### src/rtl/sib_pkg.sv
package sib_pkg;
  localparam int BUF_BYTES = 5;
  localparam int NUM_LOC   = 5;
  localparam int LOC_SHIFT = 12;
  localparam int ADDR_W    = 16;

  typedef enum logic [3:0] {
    K_NONE, K_LOCSEL, K_ACCESS, K_INTEN, K_INTCAP, K_STS, K_FIFO,
    K_IFCAP, K_DEVADDR, K_CSUMEN, K_DIDVID, K_RID
  } reg_kind_e;

  typedef enum logic [1:0] {OP_IDLE, OP_SEND, OP_RECV} op_e;
  typedef enum logic [1:0] {P_FIFO_WR, P_REG_WR, P_FIFO_RD, P_REG_RD} purp_e;

  localparam logic [7:0] IX_LOCSEL = 8'h00;
  localparam logic [7:0] IX_ACCESS = 8'h04;
  localparam logic [7:0] IX_INTEN  = 8'h08;
  localparam logic [7:0] IX_INTCAP = 8'h14;
  localparam logic [7:0] IX_STS    = 8'h18;
  localparam logic [7:0] IX_FIFO   = 8'h24;
  localparam logic [7:0] IX_IFCAP  = 8'h30;
  localparam logic [7:0] IX_DEVADR = 8'h38;
  localparam logic [7:0] IX_CSUMEN = 8'h40;
  localparam logic [7:0] IX_DIDVID = 8'h48;
  localparam logic [7:0] IX_RID    = 8'h4C;

  localparam logic [11:0] BO_ACCESS = 12'h000;
  localparam logic [11:0] BO_INTEN  = 12'h008;
  localparam logic [11:0] BO_IFCAP  = 12'h014;
  localparam logic [11:0] BO_STS    = 12'h018;
  localparam logic [11:0] BO_FIFO   = 12'h024;
  localparam logic [11:0] BO_DIDVID = 12'hF00;
  localparam logic [11:0] BO_RID    = 12'hF04;

  localparam logic [31:0] INT_MASK    = 32'h0000_0087;
  localparam logic [31:0] STS_WMASK   = 32'h0300_00FE;
  localparam logic [31:0] STS_RMASK   = 32'h03FF_FFFF;
  localparam logic [31:0] IFCAP_BASE  = 32'h1A00_0702;
  localparam logic [31:0] IFCAP_BURST = 32'h2000_0000;
  localparam int          BE_BURST_BIT = 8;

  function automatic logic [31:0] sts_wr_value(logic [31:0] d, logic [1:0] lane);
    return d & (STS_WMASK >> (8 * lane));
  endfunction

  function automatic logic [31:0] sts_rd_value(logic [31:0] raw, logic [1:0] lane);
    return (raw & STS_RMASK) >> (8 * lane);
  endfunction

  function automatic logic [31:0] ifcap_value(logic [31:0] raw);
    return IFCAP_BASE | (raw[BE_BURST_BIT] ? IFCAP_BURST : 32'h0);
  endfunction

  function automatic logic [ADDR_W-1:0] bus_address(logic [11:0] base, logic [2:0] loc);
    return ADDR_W'(base) + (ADDR_W'(loc) << LOC_SHIFT);
  endfunction
endpackage

### src/rtl/sib_index_decode.sv
module sib_index_decode
  import sib_pkg::*;
(
  input  logic [7:0]  idx,
  output reg_kind_e   kind,
  output logic [11:0] base,
  output logic [1:0]  lane,
  output logic        mapped
);
  always_comb begin
    kind = K_NONE;
    base = 12'h000;
    lane = 2'd0;
    if (idx[7:2] == IX_STS[7:2]) begin
      kind = K_STS;
      base = BO_STS;
      lane = idx[1:0];
    end else begin
      unique case (idx)
        IX_LOCSEL: kind = K_LOCSEL;
        IX_ACCESS: begin kind = K_ACCESS; base = BO_ACCESS; end
        IX_INTEN:  begin kind = K_INTEN;  base = BO_INTEN;  end
        IX_INTCAP: kind = K_INTCAP;
        IX_FIFO:   begin kind = K_FIFO;   base = BO_FIFO;   end
        IX_IFCAP:  begin kind = K_IFCAP;  base = BO_IFCAP;  end
        IX_DEVADR: kind = K_DEVADDR;
        IX_CSUMEN: kind = K_CSUMEN;
        IX_DIDVID: begin kind = K_DIDVID; base = BO_DIDVID; end
        IX_RID:    begin kind = K_RID;    base = BO_RID;    end
        default:   kind = K_NONE;
      endcase
    end
    mapped = (kind != K_NONE) && (kind != K_DEVADDR);
  end
endmodule

### src/rtl/sib_byte_buf.sv
module sib_byte_buf #(
  parameter int NBYTES = 5,
  localparam int SEL_W = $clog2(NBYTES)
) (
  input  logic                   clk,
  input  logic                   rst_n,
  input  logic                   clr,
  input  logic                   wr_en,
  input  logic [SEL_W-1:0]       wr_sel,
  input  logic [7:0]             wr_byte,
  input  logic                   fill_en,
  input  logic [31:0]            fill_word,
  output logic [NBYTES-1:0][7:0] bytes_o
);
  for (genvar i = 0; i < NBYTES; i++) begin : g_byte
    if (i >= 1 && i <= 4) begin : g_word_lane
      always_ff @(posedge clk or negedge rst_n) begin
        if (!rst_n)                                bytes_o[i] <= 8'h00;
        else if (clr)                              bytes_o[i] <= 8'h00;
        else if (fill_en)                          bytes_o[i] <= fill_word[8*(i-1) +: 8];
        else if (wr_en && wr_sel == SEL_W'(i))     bytes_o[i] <= wr_byte;
      end
    end else begin : g_plain
      always_ff @(posedge clk or negedge rst_n) begin
        if (!rst_n)                                bytes_o[i] <= 8'h00;
        else if (clr)                              bytes_o[i] <= 8'h00;
        else if (wr_en && wr_sel == SEL_W'(i))     bytes_o[i] <= wr_byte;
      end
    end
  end
endmodule

### src/rtl/sib_bus_port.sv
module sib_bus_port #(
  parameter int ADDR_W = 16
) (
  input  logic              clk,
  input  logic              rst_n,
  input  logic              go,
  input  logic              go_we,
  input  logic [ADDR_W-1:0] go_addr,
  input  logic [2:0]        go_size,
  input  logic [31:0]       go_wdata,
  input  logic              ack,
  output logic              req,
  output logic              we,
  output logic [ADDR_W-1:0] addr,
  output logic [2:0]        size,
  output logic [31:0]       wdata,
  output logic              done
);
  assign done = req & ack;

  always_ff @(posedge clk or negedge rst_n) begin
    if (!rst_n) begin
      req   <= 1'b0;
      we    <= 1'b0;
      addr  <= '0;
      size  <= 3'd0;
      wdata <= 32'h0;
    end else if (go) begin
      req   <= 1'b1;
      we    <= go_we;
      addr  <= go_addr;
      size  <= go_size;
      wdata <= go_wdata;
    end else if (done) begin
      req   <= 1'b0;
    end
  end
endmodule

### src/rtl/sec_i2c_regbridge.sv
module sec_i2c_regbridge
  import sib_pkg::*;
(
  input  logic              clk,
  input  logic              rst_n,
  input  logic              i2c_wr_start,
  input  logic              i2c_stop,
  input  logic              i2c_rx_valid,
  input  logic [7:0]        i2c_rx_byte,
  output logic              i2c_rx_done,
  output logic              i2c_rx_nak,
  input  logic              i2c_rd_req,
  output logic              i2c_rd_done,
  output logic [7:0]        i2c_rd_byte,
  output logic              i2c_busy,
  output logic              bus_req,
  output logic              bus_we,
  output logic [ADDR_W-1:0] bus_addr,
  output logic [2:0]        bus_size,
  output logic [31:0]       bus_wdata,
  input  logic [31:0]       bus_rdata,
  input  logic              bus_ack
);
  localparam int CNT_W = $clog2(BUF_BYTES + 1);
  localparam int SEL_W = $clog2(BUF_BYTES);

  typedef enum logic {ST_IDLE, ST_WAIT} st_e;

  st_e        state_q, nxt_state;
  purp_e      purp_q, nxt_purp;
  op_e        op_q, nxt_op;
  logic [CNT_W-1:0] cnt_q, nxt_cnt;
  logic [2:0] loc_q, nxt_loc;
  logic       csum_q, nxt_csum;
  logic       rx_done_q, rx_done_n, rx_nak_q, rx_nak_n;
  logic       rd_done_q, rd_done_n;
  logic [7:0] rd_byte_q, rd_byte_n;

  logic [BUF_BYTES-1:0][7:0] bytes_q;
  logic             buf_clr, buf_wr, buf_fill;
  logic [SEL_W-1:0] buf_sel;
  logic [31:0]      fill_word;

  logic              go, go_we;
  logic [ADDR_W-1:0] go_addr;
  logic [2:0]        go_size;
  logic [31:0]       go_wdata;
  logic              bus_done;

  reg_kind_e   cur_kind, new_kind;
  logic [11:0] cur_base, new_base;
  logic [1:0]  cur_lane, new_lane;
  logic        cur_mapped, new_mapped;

  // Named internal events for the checker
  logic ev_commit, ev_fifo_push, ev_clear;

  logic [31:0] wr_word;
  assign wr_word = {bytes_q[4], bytes_q[3], bytes_q[2], bytes_q[1]};

  sib_index_decode u_dec_cur (
    .idx(bytes_q[0]), .kind(cur_kind), .base(cur_base), .lane(cur_lane), .mapped(cur_mapped)
  );
  sib_index_decode u_dec_new (
    .idx(i2c_rx_byte), .kind(new_kind), .base(new_base), .lane(new_lane), .mapped(new_mapped)
  );

  sib_byte_buf #(.NBYTES(BUF_BYTES)) u_buf (
    .clk(clk), .rst_n(rst_n), .clr(buf_clr), .wr_en(buf_wr), .wr_sel(buf_sel),
    .wr_byte(i2c_rx_byte), .fill_en(buf_fill), .fill_word(fill_word), .bytes_o(bytes_q)
  );

  sib_bus_port #(.ADDR_W(ADDR_W)) u_port (
    .clk(clk), .rst_n(rst_n), .go(go), .go_we(go_we), .go_addr(go_addr),
    .go_size(go_size), .go_wdata(go_wdata), .ack(bus_ack), .req(bus_req),
    .we(bus_we), .addr(bus_addr), .size(bus_size), .wdata(bus_wdata), .done(bus_done)
  );

  function automatic logic [31:0] shape_read(reg_kind_e k, logic [1:0] lane, logic [31:0] raw);
    unique case (k)
      K_STS:   return sts_rd_value(raw, lane);
      K_IFCAP: return ifcap_value(raw);
      default: return raw;
    endcase
  endfunction

  always_comb begin
    nxt_state = state_q;
    nxt_purp  = purp_q;
    nxt_op    = op_q;
    nxt_cnt   = cnt_q;
    nxt_loc   = loc_q;
    nxt_csum  = csum_q;
    rx_done_n = 1'b0;
    rx_nak_n  = 1'b0;
    rd_done_n = 1'b0;
    rd_byte_n = rd_byte_q;
    buf_clr   = 1'b0;
    buf_wr    = 1'b0;
    buf_sel   = SEL_W'(cnt_q);
    buf_fill  = 1'b0;
    fill_word = 32'h0;
    go        = 1'b0;
    go_we     = 1'b0;
    go_addr   = '0;
    go_size   = 3'd0;
    go_wdata  = 32'h0;
    ev_commit = 1'b0;
    ev_fifo_push = 1'b0;
    ev_clear  = 1'b0;

    if (state_q == ST_IDLE) begin
      if (i2c_stop) begin
        if (op_q == OP_SEND && cnt_q > CNT_W'(1)) begin
          unique case (cur_kind)
            K_CSUMEN: begin nxt_csum = bytes_q[1][0]; ev_clear = 1'b1; end
            K_LOCSEL: begin
              if (bytes_q[1] < 8'(NUM_LOC)) nxt_loc = bytes_q[1][2:0];
              ev_clear = 1'b1;
            end
            K_FIFO:   ev_clear = 1'b1;
            default: begin
              ev_commit = 1'b1;
              go        = 1'b1;
              go_we     = 1'b1;
              go_addr   = bus_address(cur_base + ((cur_kind == K_STS) ? 12'(cur_lane) : 12'h0), loc_q);
              go_size   = (cur_kind == K_STS && cur_lane != 2'd0) ? 3'd1 : 3'd4;
              if (cur_kind == K_STS)        go_wdata = sts_wr_value(wr_word, cur_lane);
              else if (cur_kind == K_INTEN) go_wdata = wr_word & INT_MASK;
              else                          go_wdata = wr_word;
              nxt_state = ST_WAIT;
              nxt_purp  = P_REG_WR;
            end
          endcase
        end else if (!(op_q == OP_SEND && !i2c_wr_start)) begin
          ev_clear = 1'b1;
        end
      end else if (i2c_wr_start) begin
        ev_clear = 1'b1;
      end else if (i2c_rx_valid) begin
        rx_done_n = 1'b1;
        if (cnt_q == '0) begin
          if (new_mapped) begin
            buf_wr  = 1'b1;
            nxt_cnt = CNT_W'(1);
            nxt_op  = OP_SEND;
          end else begin
            rx_nak_n = 1'b1;
          end
        end else if (cnt_q < CNT_W'(BUF_BYTES)) begin
          nxt_op = OP_SEND;
          if (cur_kind == K_FIFO) begin
            rx_done_n    = 1'b0;
            ev_fifo_push = 1'b1;
            go        = 1'b1;
            go_we     = 1'b1;
            go_addr   = bus_address(cur_base, loc_q);
            go_size   = 3'd1;
            go_wdata  = {24'h0, i2c_rx_byte};
            nxt_state = ST_WAIT;
            nxt_purp  = P_FIFO_WR;
          end else begin
            buf_wr  = 1'b1;
            nxt_cnt = cnt_q + CNT_W'(1);
          end
        end else begin
          rx_nak_n = 1'b1;
        end
      end else if (i2c_rd_req) begin
        rd_done_n = 1'b1;
        if (op_q == OP_RECV) begin
          if (cur_kind == K_FIFO) begin
            rd_done_n = 1'b0;
            go        = 1'b1;
            go_addr   = bus_address(cur_base, loc_q);
            go_size   = 3'd1;
            nxt_state = ST_WAIT;
            nxt_purp  = P_FIFO_RD;
          end else if (cnt_q < CNT_W'(BUF_BYTES)) begin
            rd_byte_n = bytes_q[SEL_W'(cnt_q)];
            nxt_cnt   = cnt_q + CNT_W'(1);
          end else begin
            rd_byte_n = 8'h00;
          end
        end else if (op_q == OP_SEND && cnt_q == CNT_W'(1)) begin
          nxt_op = OP_RECV;
          unique case (cur_kind)
            K_LOCSEL: fill_word = {29'h0, loc_q};
            K_CSUMEN: fill_word = {31'h0, csum_q};
            K_INTCAP: fill_word = INT_MASK;
            default:  fill_word = 32'h0;
          endcase
          if (cur_kind == K_LOCSEL || cur_kind == K_CSUMEN || cur_kind == K_INTCAP) begin
            buf_fill  = 1'b1;
            rd_byte_n = fill_word[7:0];
            nxt_cnt   = CNT_W'(2);
          end else begin
            rd_done_n = 1'b0;
            go        = 1'b1;
            go_addr   = bus_address(cur_base, loc_q);
            go_size   = (cur_kind == K_FIFO) ? 3'd1 : 3'd4;
            nxt_state = ST_WAIT;
            nxt_purp  = (cur_kind == K_FIFO) ? P_FIFO_RD : P_REG_RD;
          end
        end else begin
          nxt_op    = OP_RECV;
          rd_byte_n = 8'h00;
        end
      end
    end else if (bus_done) begin
      nxt_state = ST_IDLE;
      unique case (purp_q)
        P_FIFO_WR: rx_done_n = 1'b1;
        P_REG_WR:  ev_clear  = 1'b1;
        P_FIFO_RD: begin rd_done_n = 1'b1; rd_byte_n = bus_rdata[7:0]; end
        P_REG_RD: begin
          fill_word = shape_read(cur_kind, cur_lane, bus_rdata);
          buf_fill  = 1'b1;
          rd_byte_n = fill_word[7:0];
          rd_done_n = 1'b1;
          nxt_cnt   = CNT_W'(2);
        end
      endcase
    end

    if (ev_clear) begin
      buf_clr = 1'b1;
      nxt_cnt = '0;
      nxt_op  = OP_IDLE;
    end
  end

  always_ff @(posedge clk or negedge rst_n) begin
    if (!rst_n) begin
      state_q   <= ST_IDLE;
      purp_q    <= P_FIFO_WR;
      op_q      <= OP_IDLE;
      cnt_q     <= '0;
      loc_q     <= 3'd0;
      csum_q    <= 1'b0;
      rx_done_q <= 1'b0;
      rx_nak_q  <= 1'b0;
      rd_done_q <= 1'b0;
      rd_byte_q <= 8'h00;
    end else begin
      state_q   <= nxt_state;
      purp_q    <= nxt_purp;
      op_q      <= nxt_op;
      cnt_q     <= nxt_cnt;
      loc_q     <= nxt_loc;
      csum_q    <= nxt_csum;
      rx_done_q <= rx_done_n;
      rx_nak_q  <= rx_nak_n;
      rd_done_q <= rd_done_n;
      rd_byte_q <= rd_byte_n;
    end
  end

  assign i2c_rx_done = rx_done_q;
  assign i2c_rx_nak  = rx_nak_q;
  assign i2c_rd_done = rd_done_q;
  assign i2c_rd_byte = rd_byte_q;
  assign i2c_busy    = (state_q == ST_WAIT);
endmodule

### config.mk
export PLATFORM = sky130hd
export DESIGN_NAME = sec_i2c_regbridge
export DESIGN_NICKNAME = d
export VERILOG_FILES = /design/src/rtl/sib_pkg.sv /design/src/rtl/sib_index_decode.sv /design/src/rtl/sib_byte_buf.sv /design/src/rtl/sib_bus_port.sv /design/src/rtl/sec_i2c_regbridge.sv
export SDC_FILE = /design/constraint.sdc
export NUM_CORES = 1
export LEC_CHECK = 0
export ABC_AREA = 1
export CORE_MARGIN = 2
export CORE_UTILIZATION = 50
export CTS_CLUSTER_DIAMETER = 30
export CTS_CLUSTER_SIZE = 24
export DETAILED_ROUTE_END_ITERATION = 6
export MAX_ROUTING_LAYER = met4
export PLACE_DENSITY = 0.73
export SYNTH_ARGS = -nofsm -noshare
export SYNTH_HDL_FRONTEND = slang
export SYNTH_HIERARCHICAL = 1
export SYNTH_SLANG_ARGS = --single-unit
### constraint.sdc
create_clock -name clk -period 3.03 [get_ports clk]
set_input_delay 0.909 -clock clk [delete_from_list [all_inputs] [get_ports clk]]
set_output_delay 0.909 -clock clk [all_outputs]
set_load 0.02 [all_outputs]
Word level (Yosys, flattened, before mapping)
Index checks and enable logic that the tools add are counted.
{"block": "totals", "regBits": 116, "in_bits": 47, "out_inout_bits": 65, "word_cells": 340}
{"block": "classes", "addsub": 4, "magnitude_cmp": 4, "n_eq_ne": 67, "n_shift": 2, "mux": 200, "n_bitwise": 3, "reduce_logical": 40}
{"op": "8-bit two-way mux", "n": 37}
{"op": "32-bit two-way mux", "n": 9}
{"op": "16-bit two-way mux", "n": 13}
{"op": "3-bit two-way mux", "n": 29}
{"op": "4-bit one-hot mux with 10 select lines", "n": 2}
{"op": "1-bit two-way mux", "n": 76}
{"op": "32-bit one-hot mux with 2 select lines", "n": 1}
{"op": "12-bit one-hot mux with 5 select lines", "n": 1}
{"op": "2-bit two-way mux", "n": 25}
{"op": "8-bit by 6-bit == test with 1-bit output (second input constant)", "n": 6}
{"op": "8-bit by 7-bit == test with 1-bit output (second input constant)", "n": 6}
{"op": "12-bit by 15-bit adder with 16-bit output", "n": 2}
{"op": "32-bit bitwise AND", "n": 1}
{"op": "26-bit by 5-bit >> shifter with 32-bit output", "n": 1}
{"op": "26-bit by 5-bit >> shifter with 32-bit output (first input constant)", "n": 1}
{"op": "30-bit two-way mux", "n": 1}
{"op": "8-bit binary-select mux with 3-bit select", "n": 1}
{"op": "8-bit one-hot mux with 3 select lines", "n": 1}
{"op": "2-bit by 1-bit != test with 1-bit output (second input constant)", "n": 9}
{"op": "3-bit nonzero test", "n": 6}
{"op": "4-bit by 3-bit == test with 1-bit output (second input constant)", "n": 4}
{"op": "8-bit by 3-bit == test with 1-bit output (second input constant)", "n": 2}
{"op": "8-bit by 4-bit == test with 1-bit output (second input constant)", "n": 2}
{"op": "8-bit by 5-bit == test with 1-bit output (second input constant)", "n": 2}
{"op": "other kinds (47)", "n": 82}

Logic depth before layout (Yosys ltp)
{"block": "depth", "word_depth": 16, "depth_mapped": 27}

Modules after synthesis
Netlist, hierarchy kept.
{"module": "sec_i2c_regbridge", "instances": 1, "cells_each": 681, "area_per_inst_um2": 3688.5, "seq_area_each_um2": 575.6}
{"module": "sib_bus_port", "instances": 1, "cells_each": 226, "area_per_inst_um2": 2077.0, "seq_area_each_um2": 1326.3}
{"module": "sib_byte_buf", "instances": 1, "cells_each": 271, "area_per_inst_um2": 2043.2, "seq_area_each_um2": 1001.0}
{"module": "sib_index_decode", "instances": 2, "cells_each": 72, "area_per_inst_um2": 370.4, "seq_area_each_um2": 0.0}

Least setup slack after synthesis
No wires, ideal clock.
{"block": "synth_timing", "kind": "reg-to-reg", "start": "register u_buf/bytes_o[7] (netlist name)", "end": "register u_buf/bytes_o[16] (netlist name)", "setup_time_ps": 65, "t_arrival_ps": 2483, "required_ps": 2965, "slack_ps": 482, "stages_incl_launch_ff": 22, "path_buffers": 2, "synth_period_minus_slack_ps": 2548, "path_cell_list": "dfrtp_1 > nor2_4 > inv_2 > nor3_4 > nand2_2 > o21ai_2 > nor2_2 > inv_1 > inv_2 > nand2_1 > nor2_4 > nor2_2 > nand2_1 > nand3_1 > nand2_1 > nand2_1 > inv_1 > buf_4 > nor2_8 > buf_2 > nand3_1 > nand2_1"}
{"item": "start, declared", "line_no": "sib_byte_buf.sv:13", "source": "output logic [NBYTES-1:0][7:0] bytes_o"}
{"item": "start signal, assigned by index", "line_no": "sib_byte_buf.sv:27", "source": "else if (wr_en && wr_sel == SEL_W'(i)) bytes_o[i] <= wr_byte;"}
{"item": "8-bit by 7-bit == test with 1-bit output, or another cell as far along", "line_no": "sib_index_decode.sv:19", "source": "unique case (idx)"}
{"item": "4-bit one-hot mux with 10 select lines", "line_no": "sib_index_decode.sv:19"}
{"item": "4-bit two-way mux (*)", "line_no": "sib_index_decode.sv:14", "source": "if (idx[7:2] == IX_STS[7:2]) begin"}
{"item": "net cur_kind[0]", "line_no": "sec_i2c_regbridge.sv:50", "source": "reg_kind_e cur_kind, new_kind;"}
{"item": "4-bit by 1-bit == test with 1-bit output, or another cell as far along", "line_no": "sec_i2c_regbridge.sv:115", "source": "unique case (cur_kind)"}
{"item": "3-bit OR reduction (no line) (*)"}
{"item": "1-bit two-way mux (*)", "line_no": "sec_i2c_regbridge.sv:115"}
{"item": "1-bit two-way mux (*)", "line_no": "sec_i2c_regbridge.sv:114", "source": "if (op_q == OP_SEND && cnt_q > CNT_W'(1)) begin"}
{"item": "1-bit two-way mux (*)", "line_no": "sec_i2c_regbridge.sv:113", "source": "if (i2c_stop) begin"}
{"item": "1-bit two-way mux (*)", "line_no": "sec_i2c_regbridge.sv:112", "source": "if (state_q == ST_IDLE) begin"}
{"item": "1-bit two-way mux (*)", "line_no": "sec_i2c_regbridge.sv:226", "source": "if (ev_clear) begin"}
{"item": "net buf_clr", "line_no": "sec_i2c_regbridge.sv:40", "source": "logic buf_clr, buf_wr, buf_fill;"}
{"item": "3-bit nonzero test (no line) or 8-bit two-way mux (tied branches)"}
The timed path passes the listed nets; every way through them passes the cells marked *.
A chain may end at the register's enable or synchronous reset.

Worst setup path after layout
{"block": "layout_timing", "start": "register u_buf/bytes_o[3] (netlist name)", "end": "register u_buf/bytes_o[39] (netlist name)"}
Same word-level chain as after synthesis.

==> results.md <==
* Outcome: finished clean
* Vias at about 9100
* CP most frequent cell: nand2_1
* Final Instance Area at roughly 0.011 mm^2
* Final nets at ~1500
* Fmax at between 300 and 400 MHz
* Tcrit/Tclk final at 0.958
* Dpl cell area at 0.0101 mm^2
* Area grow syn2layout at 28.8%
* Max_cap viols at 0
* Final setup viols at 0
* WL final at around 27000 um
* Critical path origin: u_buf/bytes_o[3]
* HPWL Detailed at about 21000 um
* Port-buffer cells at roughly 110
* Placed Cells at ~1700
* Top Ports at 112
* Unrepaired setup endpoints after global routing: yes
* DR DRC count at 0
* Slew Limit Fails at 0
* Antenna-violating nets left at 0
* Proportion of layout cells with a drive suffix above 1 at 0.168
* CTS tree: done
* Synth Cell Area at between 0.008 and 0.009 mm^2
* Vias in the first global route at 8251
* Register clock-pin slew on the reported worst setup and hold paths at roughly 0.050 ns
* Fin Hold WS at 0.378 ns
* Setup TNS Final at 0 ns
* Max FO, Critical Path at 27
* Fin cells at 1694
* Die ar. at around 0.018 mm^2
* Antenna diodes at 0
* Crit-path cells: inv_1 > nand2_1 > nor2_4 > nand3_4 > nand3_1 > nor2_2 > inv_1 > inv_2 > nand2_2 > nor2_2 > nor2_4 > nand2_1 > nand3_1 > nand2_1 > nand2_2 > clkinvlp_4 > buf_4 > buf_6 > a21oi_2 > nand2_1 > nand2_1
* Critical Path End Type: register
* Leakage Power at around 5.3 nW
* Hold Buf Count CTS at 0
* Worst-Margin Slew at between 0.6 and 0.7 ns
* CP Launch Type: register
* CP max stage cell: dfrtp_2
* Overall routing resource usage at 0.312
* Core box area at around 0.017 mm^2
* Die Width at about 130 um
* VDD IR max at 0.000481 V
* Clock sink total at roughly 120
* Die Ht at 134 um
* Skew final at 0.0105 ns
* CP delay by family, top: simple AND/OR/NAND/NOR gates
* Setup CP Type: register to register
* Iteration-0 DRC Markers at 833
* Post-DR vias/cell at between 5 and 6
* Initial antenna violation count at 0
* Endpoints failing hold at 0
* Initial core utilization at 0.511
* Worst hold-check path type: input port to asynchronous set/reset pin
* Worst-skew pair later-pin latency at about 0.42 ns
* Critical Path RT at between 3 and 4 ns
* Dpl ws at -0.297 ns
* YS warnings at 6
* Min Clock Period, post-route at about 2.9 ns
* Site Rows at 47
* Total gr overflow at 0
* CTS Buffer Depth at 2
* First-pass GRT wire length at 42500 um
* Total CTS buffers at 17
* Crit path arrival time at around 3.3 ns
* Pin count of the biggest net entering global routing at 54
* Synthesized area per cell at between 6 and 7 um^2
* CP Buf/Inv Count at 6
* Routed wire per std cell at between 15 and 20 um
* Setup ws final at around 0.13 ns
* Headroom to the max-slew limit at 0.590
* Gpl congestion at between 0.9 and 1
* Post-Syn Instances at about 1300
* H-Tree Level Count at 4
* Root Buffer: clkbuf_16
* Reg-to-reg startpoint: u_buf/bytes_o[3]
* Max stage delay on crit path at 0.46 ns
* DRT Pass-1 Iters at 6
* PD cells at between 300 and 400 mW/mm^2
==> area by class of cell <==
type	count	area [um^2]
clock buffer	22	484
clock inverter	8	125
fill	1509	5650
inverter	127	505
multi-input combinational	1007	4770
sequential	116	2910
tap	220	275
timing repair buffer	194	1800
==> repair_timing <==
action                                  in CTS  in global routing
gates resized for setup                      0                 41
endpoints found under the setup margin       0                 93
setup buffers                                0                 10
==> per-stage QoR <==
step	power [W]	utilization
finish	0.00389	0.658
global route	0.00400	0.658
CTS	0.00389	0.645
detailed placement	0.00183	0.608
global placement	0.00183	0.608
floorplan	0.00167	-
==> placed cells by master (no fill, tap or decap), types with 4 or more instances in the layout <==
master           instances
a31oi_1                  9
nor3_1                  14
nor2_4                  11
ha_1                     9
nand3_1                 89
o21ai_0                 51
dfrtp_1                111
o211ai_1                13
clkbuf_16               17
inv_1                   95
conb_1                   6
nand2_1                492
nand4_1                  4
nor2_2                  24
a21oi_1                 75
clkbuf_8                 4
inv_2                   22
buf_12                   5
nand2_2                 35
buf_4                   77
dfrtp_2                  5
clkdlybuf4s50_1        109
nor2_1                 118
o21ai_2                  4
o21ai_1                  9
a21oi_2                 14
==> layer usage <==
layer,track usage,vias to the layer above,part of all wire
met1,0.406,4125,0.43
met4,0.120,0,0.032
met3,0.0548,74,0.079
li1,-,4456,-
met2,0.489,431,0.46
met5,-,-,0
==> flip-flops by register name, summed over array words and instances, names as in the netlist <==
signal         count
csum_q             1
u_port/wdata      32
op_q               2
i2c_rx_nak         1
i2c_busy           1
i2c_rx_done        1
buf_sel            3
u_port/addr       16
u_port/size        3
i2c_rd_byte        8
u_buf/bytes_o     40
u_port/we          1
purp_q             2
loc_q              3
i2c_rd_done        1
u_port/req         1
==> where the power goes <==
group	total (W)	internal, W	switching [W]	leakage [nW]
Clock	0.00207	0.00137	0.000703	0.298
Combinational	0.000251	0.000109	0.000142	3.38
Sequential	0.00156	0.00156	0.00000726	1.60
Total	0.00389	0.00303	0.000852	5.27
==> final timing paths <==
kind	endpoint	slack (ns)	cells after the start
max in group asynchronous	u_port/wdata[21]	1.93	2
min	u_port/addr[10]	0.38	1
min in group clk	u_port/wdata[6]	0.47	2
max reg2reg	u_buf/bytes_o[39]	0.13	21
min reg2reg	u_port/wdata[6]	0.47	2
max	u_buf/bytes_o[39]	0.13	21
Power figures use the tool's default switching activity.
